===== src/rtl/ref_pfd_pkg.sv =====
package ref_pfd_pkg;

   // Effective reference ratio class; the divider maps it to a terminal count.
   typedef enum logic [1:0] {
      STEP_FINE   = 2'd0,
      STEP_MID    = 2'd1,
      STEP_COARSE = 2'd2
   } step_e;

   function automatic step_e step_of(input logic [2:0] mode, input logic [1:0] rsel);
      step_e s;
      case (mode)
         3'd1, 3'd3: s = STEP_COARSE;
         3'd2:       s = STEP_MID;
         3'd4: begin
            if (!rsel[0])     s = STEP_MID;
            else if (rsel[1]) s = STEP_COARSE;
            else              s = STEP_FINE;
         end
         default:    s = STEP_FINE;
      endcase
      return s;
   endfunction

endpackage


===== src/rtl/ref_step_sel.sv =====
module ref_step_sel
   import ref_pfd_pkg::*;
(
   input  logic [2:0] mode_i,
   input  logic [1:0] rsel_i,
   output step_e      step_o
);

   assign step_o = step_of(mode_i, rsel_i);

endmodule


===== src/rtl/ref_divider.sv =====
module ref_divider
   import ref_pfd_pkg::*;
#(
   parameter int DIV_FINE   = 1024,
   parameter int DIV_MID    = 640,
   parameter int DIV_COARSE = 512
)(
   input  logic  clk,
   input  logic  rst_n,
   input  step_e step_i,
   input  logic  load_i,
   output logic  ratio_chg_o,
   output logic  tick_o
);

   localparam int CNT_W = $clog2(DIV_FINE);
   localparam logic [CNT_W-1:0] TC_FINE   = CNT_W'(DIV_FINE - 1);
   localparam logic [CNT_W-1:0] TC_MID    = CNT_W'(DIV_MID - 1);
   localparam logic [CNT_W-1:0] TC_COARSE = CNT_W'(DIV_COARSE - 1);

   step_e            step_q;
   logic [CNT_W-1:0] cnt_q;
   logic [CNT_W-1:0] tc;

   always_comb begin
      case (step_q)
         STEP_MID:    tc = TC_MID;
         STEP_COARSE: tc = TC_COARSE;
         default:     tc = TC_FINE;
      endcase
   end

   assign ratio_chg_o = (step_i != step_q);
   assign tick_o      = (cnt_q == tc) && !ratio_chg_o && !load_i;

   always_ff @(posedge clk or negedge rst_n) begin
      if (!rst_n) begin
         step_q <= STEP_FINE;
         cnt_q  <= '0;
      end else if (ratio_chg_o || load_i) begin
         step_q <= step_i;
         cnt_q  <= '0;
      end else if (cnt_q == tc) begin
         cnt_q  <= '0;
      end else begin
         cnt_q  <= cnt_q + 1'b1;
      end
   end

endmodule


===== src/rtl/pfd_core.sv =====
module pfd_core #(
   parameter bit FB_RISING = 1'b1
)(
   input  logic clk,
   input  logic rst_n,
   input  logic ref_tick_i,
   input  logic fb_i,
   input  logic clear_i,
   output logic up_o,
   output logic dn_o
);

   logic fb_q;
   logic fb_edge;

   generate
      if (FB_RISING) begin : g_rise
         assign fb_edge = fb_i & ~fb_q;
      end else begin : g_fall
         assign fb_edge = ~fb_i & fb_q;
      end
   endgenerate

   always_ff @(posedge clk or negedge rst_n) begin
      if (!rst_n) begin
         fb_q <= 1'b0;
         up_o <= 1'b0;
         dn_o <= 1'b0;
      end else begin
         fb_q <= fb_i;
         if (clear_i) begin
            up_o <= 1'b0;
            dn_o <= 1'b0;
         end else if (up_o && dn_o) begin
            // common reset; an edge arriving in this cycle starts the next race
            up_o <= ref_tick_i;
            dn_o <= fb_edge;
         end else begin
            up_o <= up_o | ref_tick_i;
            dn_o <= dn_o | fb_edge;
         end
      end
   end

endmodule


===== src/rtl/lock_detect.sv =====
module lock_detect #(
   parameter int LOCK_CYCLES = 8,
   parameter int ERR_WIN     = 4
)(
   input  logic clk,
   input  logic rst_n,
   input  logic up_i,
   input  logic dn_i,
   input  logic clear_i,
   output logic locked_o
);

   localparam int ERR_W  = $clog2(ERR_WIN + 2);
   localparam int GOOD_W = $clog2(LOCK_CYCLES + 1);
   localparam logic [ERR_W-1:0]  WIN_V    = ERR_W'(ERR_WIN);
   localparam logic [GOOD_W-1:0] GOOD_MAX = GOOD_W'(LOCK_CYCLES);

   logic [ERR_W-1:0]  err_q;
   logic [GOOD_W-1:0] good_q;
   logic              cmp;
   logic              in_win;

   assign cmp    = up_i & dn_i;
   assign in_win = (err_q <= WIN_V);

   always_ff @(posedge clk or negedge rst_n) begin
      if (!rst_n) begin
         err_q    <= '0;
         good_q   <= '0;
         locked_o <= 1'b0;
      end else if (clear_i) begin
         err_q    <= '0;
         good_q   <= '0;
         locked_o <= 1'b0;
      end else if (cmp) begin
         err_q <= '0;
         if (in_win) begin
            if (good_q != GOOD_MAX) good_q <= good_q + 1'b1;
            if (good_q >= GOOD_MAX - 1'b1) locked_o <= 1'b1;
         end else begin
            good_q   <= '0;
            locked_o <= 1'b0;
         end
      end else if ((up_i ^ dn_i) && (err_q != '1)) begin
         err_q <= err_q + 1'b1;
      end
   end

endmodule


===== src/rtl/ref_pfd_lock.sv =====
module ref_pfd_lock
   import ref_pfd_pkg::*;
#(
   parameter int DIV_FINE    = 1024,
   parameter int DIV_MID     = 640,
   parameter int DIV_COARSE  = 512,
   parameter int LOCK_CYCLES = 8,
   parameter int ERR_WIN     = 4,
   parameter bit FB_RISING   = 1'b1
)(
   input  logic       clk,
   input  logic       rst_n,
   input  logic       fb_in,
   input  logic [2:0] mode_sel,
   input  logic [1:0] ref_sel,
   input  logic       pump_hi,
   input  logic       pump_off,
   input  logic       div_load,
   output logic       ref_tick_o,
   output logic       pump_up,
   output logic       pump_dn,
   output logic       pump_hi_sel,
   output logic       lock_o
);

   generate
      if (DIV_COARSE < 2 || DIV_COARSE >= DIV_MID || DIV_MID >= DIV_FINE) begin : g_bad_ratio
         $error("ref_pfd_lock: ratios must satisfy 2 <= COARSE < MID < FINE");
      end
      if (LOCK_CYCLES < 1 || ERR_WIN < 0) begin : g_bad_lock
         $error("ref_pfd_lock: LOCK_CYCLES must be >= 1 and ERR_WIN >= 0");
      end
   endgenerate

   step_e step;
   logic  ratio_chg;
   logic  restart;
   logic  up_q;
   logic  dn_q;

   ref_step_sel u_sel (
      .mode_i (mode_sel),
      .rsel_i (ref_sel),
      .step_o (step)
   );

   ref_divider #(
      .DIV_FINE   (DIV_FINE),
      .DIV_MID    (DIV_MID),
      .DIV_COARSE (DIV_COARSE)
   ) u_div (
      .clk         (clk),
      .rst_n       (rst_n),
      .step_i      (step),
      .load_i      (div_load),
      .ratio_chg_o (ratio_chg),
      .tick_o      (ref_tick_o)
   );

   assign restart = ratio_chg | div_load;

   pfd_core #(
      .FB_RISING (FB_RISING)
   ) u_pfd (
      .clk        (clk),
      .rst_n      (rst_n),
      .ref_tick_i (ref_tick_o),
      .fb_i       (fb_in),
      .clear_i    (restart),
      .up_o       (up_q),
      .dn_o       (dn_q)
   );

   lock_detect #(
      .LOCK_CYCLES (LOCK_CYCLES),
      .ERR_WIN     (ERR_WIN)
   ) u_lock (
      .clk      (clk),
      .rst_n    (rst_n),
      .up_i     (up_q),
      .dn_i     (dn_q),
      .clear_i  (restart),
      .locked_o (lock_o)
   );

   assign pump_up     = up_q & ~pump_off;
   assign pump_dn     = dn_q & ~pump_off;
   assign pump_hi_sel = pump_hi;

endmodule


===== config.mk =====
export PLATFORM = sky130hd
export DESIGN_NAME = ref_pfd_lock
export DESIGN_NICKNAME = d
export VERILOG_FILES = /design/src/rtl/ref_pfd_pkg.sv /design/src/rtl/ref_step_sel.sv /design/src/rtl/ref_divider.sv /design/src/rtl/pfd_core.sv /design/src/rtl/lock_detect.sv /design/src/rtl/ref_pfd_lock.sv
export SDC_FILE = /design/constraint.sdc
export NUM_CORES = 1
export LEC_CHECK = 0
export ABC_AREA = 1
export BUFFER_PORTS_ARGS = -buffer_cell sky130_fd_sc_hd__buf_2
export CORE_ASPECT_RATIO = 0.9
export CORE_MARGIN = 3
export CORE_UTILIZATION = 45
export DETAILED_ROUTE_END_ITERATION = 10
export PLACE_DENSITY = 0.79
export SLEW_MARGIN = 10
export SYNTH_ARGS = -nofsm -noshare
export SYNTH_HDL_FRONTEND = slang
export SYNTH_HIERARCHICAL = 1
export SYNTH_SLANG_ARGS = --single-unit

===== constraint.sdc =====
create_clock -name clk -period 1.45 [get_ports clk]
set_input_delay 0.145 -clock clk [delete_from_list [all_inputs] [get_ports clk]]
set_output_delay 0.145 -clock clk [all_outputs]
set_load 0.005 [all_outputs]

==> load_flow_metrics.sql <==
INSERT INTO impl_metrics (metric_group, metric, value, unit) VALUES
('outcome', 'status', 'complete, but fails checks', ''),
('outcome', 'failed_checks', 'negative setup slack', ''),
('layout', 'area_growth', '20.09', '%'),
('synthesis', 'ys_seq_area_frac', '0.4126', ''),
('critical_path', 'path_max_fanout', '2', ''),
('critical_path', 'critPathCaptureType', 'output pin', ''),
('detailed_routing', 'drtAntennaViolNets', '0', ''),
('synthesis', 'synth_most_common_cell', 'sky130_fd_sc_hd__nand2_1', ''),
('grt', 'via_count_of_the_first_global_routing_pass', '970', ''),
('grt', 'globalRouteMet1Util', '0.1816', ''),
('layout', 'antennaDiodeCount', '0', ''),
('sta', 'finClkSkew', '6.508', 'ps'),
('layout', 'nNetsFinal', '224', ''),
('die', 'core.rowCount', '18', ''),
('detailed_routing', 'vias', '1118', ''),
('detailed_routing', 'drc', '0', ''),
('place', 'place_hpwl', '1875', 'um'),
('synthesis', 'synth_top_area_frac', '0.4126', ''),
('critical_path', 'worstSetupPathType', 'flop to output pin', ''),
('grt', 'grt_first_pass_wirelength', '4091', 'um'),
('synthesis', 'synth_nets', '195', ''),
('layout', 'fillerInstances', '274', ''),
('detailed_routing', 'initialDrtViolationCount', '56', ''),
('clocking', 'ctsRootBufferMaster', 'sky130_fd_sc_hd__clkbuf_4', ''),
('power', 'p_per_area', '725.0', 'nW/um^2'),
('clocking', 'cts_sinks', '23', ''),
('sta', 'timing_hold_violations_final', '0', ''),
('sta', 'final-setup-viol-count', '1', ''),
('layout', 'post-route-util', '0.5857', ''),
('clocking', 'clock_buffer_depth', '2', ''),
('clocking', 'clock_insertion_delay_worst_skew', '320', 'ps'),
('die', 'core_region_area', '2860', 'um^2'),
('die', 'top_level_ports', '16', ''),
('run', 'cap_viol_max_count', '0', ''),
('die', 'die_width', '64.69', 'um'),
('sta', 'final.setup.worst_slack', '-219.8', 'ps'),
('place', 'globalplace.congestion', '0.8193', ''),
('sta', 'post-route-period-util', '1.152', ''),
('synthesis', 'warning_count_from_the_yosys_run', '6', ''),
('sta', 'final.min_clock_period', '1670', 'ps'),
('die', 'die-height', '58.82', 'um'),
('synthesis', 'synth_flop_cell', 'sky130_fd_sc_hd__dfrtp_1', ''),
('grt', 'grt_antenna_before_repair', '0', ''),
('layout', 'drive_above_1_share', '0.2976', ''),
('sta', 'report.final.slew_viol_count', '0', ''),
('clocking', 'clk_pin_slew_worst_paths', '140', 'ps'),
('critical_path', 'cp.arrival', '1520', 'ps'),
('detailed_routing', 'drt_pre_antenna_iters', '4', ''),
('critical_path', 'worstSetupStartpointType', 'flop', ''),
('grt', 'grt_met3_use', '0.03435', ''),
('clocking', 'tritoncts_clock_tree', 'yes', ''),
('detailed_routing', 'route.final.wire_length', '2428', 'um'),
('synthesis', 'mappedNetlistArea', '1395', 'um^2'),
('sta', 'final.hold.worst_slack', '117.1', 'ps'),
('layout', 'ff_latch_area', '575.6', 'um^2'),
('place', 'buffer_ports.inserted', '13', ''),
('sta', 'unrepaired_setup_endpoints_after_global_routing', 'yes', ''),
('die', 'design.die.area', '3805', 'um^2'),
('synthesis', 'syn-instance-count', '177', ''),
('critical_path', 'cp_data_required_time', '1310', 'ps'),
('synthesis', 'post_synthesis_async_set_or_reset_flop_share', '1.000', ''),
('synthesis', 'synth.area.top_cells', 'sky130_fd_sc_hd__dfrtp_1 (41%), sky130_fd_sc_hd__nand2_1 (9.4%), sky130_fd_sc_hd__inv_1 (8.6%)', ''),
('clocking', 'cts-htree-levels', '1', ''),
('detailed_routing', 'vias_per_cell', '4.563', ''),
('sta', 'max_clock_freq', '0.5989', 'GHz'),
('grt', 'grt_usage', '0.1401', ''),
('synthesis', 'post-synth-top-area-cell', 'sky130_fd_sc_hd__dfrtp_1', ''),
('synthesis', 'post_synth.cell_area_avg', '7.882', 'um^2'),
('power', 'power.ir.vdd_worst', '466.3', 'uV'),
('die', 'initial_core_util', '0.4878', ''),
('layout', 'multi_input_comb_area', '709.4', 'um^2');
-- final timing paths --
path,from,end,slack [ps],depth (start not counted)
worst max-delay path,u_div/cnt_q[0],ref_tick_o,-220,6
worst min-delay path,mode_sel[0],u_div/step_q[1],120,3
worst max register to register,u_div/step_q[1],u_lock/good_q[2],20,10
worst min register to register,u_pfd/fb_q,u_pfd/dn_o,510,3
max in group asynchronous,rst_n,u_div/step_q[0],790,2
min in group asynchronous,rst_n,u_div/cnt_q[8],310,2
-- worst max-delay path, stage by stage (launching register included) --
cell and delay (ps):
sky130_fd_sc_hd__dfrtp_1 390, sky130_fd_sc_hd__ha_2 220, sky130_fd_sc_hd__nand3_4 90, sky130_fd_sc_hd__nor3_4 150, sky130_fd_sc_hd__nand3_2 130, sky130_fd_sc_hd__nor2_4 110, sky130_fd_sc_hd__buf_2 120
-- metrics by stage --
stage | cell area [um^2] | TNS [ps] | setup WS (ps) | power, mW | cells
3_5_place_dp | 1570 | -225.4 | -83.83 | 0.8958 | 237
3_3_place_gp | 1570 | -46.59 | -27.37 | 0.8898 | 237
6_report | 1675 | -219.8 | -219.8 | 1.215 | 245
2_1_floorplan | 1395 | 0 | 13.40 | 0.8187 | 177
5_1_grt | 1675 | -508.9 | -333.1 | 1.281 | 245
4_1_cts | 1634 | -232.4 | -232.4 | 1.211 | 244
-- cells in the final DEF, fill, tap and decap left out, types with 2 or more instances in the layout --
| master | Yosys | layout |
|---|---|---|
| sky130_fd_sc_hd__nor2_1 | 25 | 23 |
| sky130_fd_sc_hd__nand3_2 | 3 | 4 |
| sky130_fd_sc_hd__xnor2_1 | 4 | 4 |
| sky130_fd_sc_hd__dlygate4sd3_1 | 0 | 2 |
| sky130_fd_sc_hd__clkbuf_4 | 0 | 3 |
| sky130_fd_sc_hd__xor2_1 | 3 | 3 |
| sky130_fd_sc_hd__nor2_2 | 3 | 4 |
| sky130_fd_sc_hd__dfrtp_1 | 23 | 23 |
| sky130_fd_sc_hd__nor2_4 | 2 | 3 |
| sky130_fd_sc_hd__nand2_4 | 4 | 4 |
| sky130_fd_sc_hd__nand3_1 | 9 | 7 |
| sky130_fd_sc_hd__buf_4 | 1 | 11 |
| sky130_fd_sc_hd__nand2_2 | 3 | 5 |
| sky130_fd_sc_hd__o21ai_0 | 6 | 5 |
| sky130_fd_sc_hd__ha_1 | 7 | 6 |
| sky130_fd_sc_hd__inv_2 | 2 | 4 |
| sky130_fd_sc_hd__a21oi_1 | 5 | 4 |
| sky130_fd_sc_hd__o21ai_1 | 1 | 2 |
| sky130_fd_sc_hd__a21oi_2 | 2 | 3 |
| sky130_fd_sc_hd__buf_2 | 0 | 13 |
| sky130_fd_sc_hd__inv_1 | 32 | 30 |
| sky130_fd_sc_hd__nand2_1 | 35 | 33 |
-- kinds of logic (layout without fill, tap and decap cells) --
kind of cell | count (synthesis) | after routing | share of synthesized area
and+or+nand+nor | 87 | 87 | 0.3121
buffers and inverters | 38 | 66 | 0.1067
DFF | 23 | 23 | 0.4126
AOI/OAI and AO/OA | 15 | 15 | 0.06188
adders and majority gates | 7 | 7 | 0.06278
xor gates and xnor gates | 7 | 7 | 0.04395
-- area by class of cell --
| class | instances | share of cell area |
|---|---|---|
| Multi-Input combinational cell | 116 | 0.4234 |
| Timing Repair Buffer | 27 | 0.1068 |
| Inverter | 35 | 0.07991 |
| Clock buffer | 3 | 0.01344 |
| Clock inverter | 1 | 0.002987 |
| Tap cell | 40 | 0.02987 |
| Sequential cell | 23 | 0.3435 |
-- state kept, by name, indices dropped and copies added (netlist names) --
register,count
u_div/step_q,2
u_div/cnt_q,10
u_pfd/fb_q,1
u_lock/good_q,4
u_lock/err_q,3
u_pfd/up_o,1
u_lock/locked_o,1
u_pfd/dn_o,1
-- power by group --
part           switching (mW)  leakage, nW  total [mW]  internal, mW
clock                   0.205       0.0177       0.309         0.103
sequential             0.0175        0.315       0.678         0.661
combinational           0.132        0.511       0.228        0.0964
total                   0.354        0.844        1.21         0.860
-- routing by layer --
| metal | share of wire | up-vias |
|---|---|---|
| li1 | - | 593 |
| met1 | 0.48 | 512 |
| met2 | 0.49 | 13 |
| met3 | 0.028 | 0 |
| met4 | 0 | 0 |
| met5 | 0 | - |
-- what timing repair did --
action	in CTS	in global routing
hold buffers	2	0
buffers inserted	1	1
gates resized for setup	3	11
pin swaps	2	1
setup endpoints to repair	2	9
hold endpoints to repair	24	0
No activity file was read; power rests on OpenSTA's default activity.
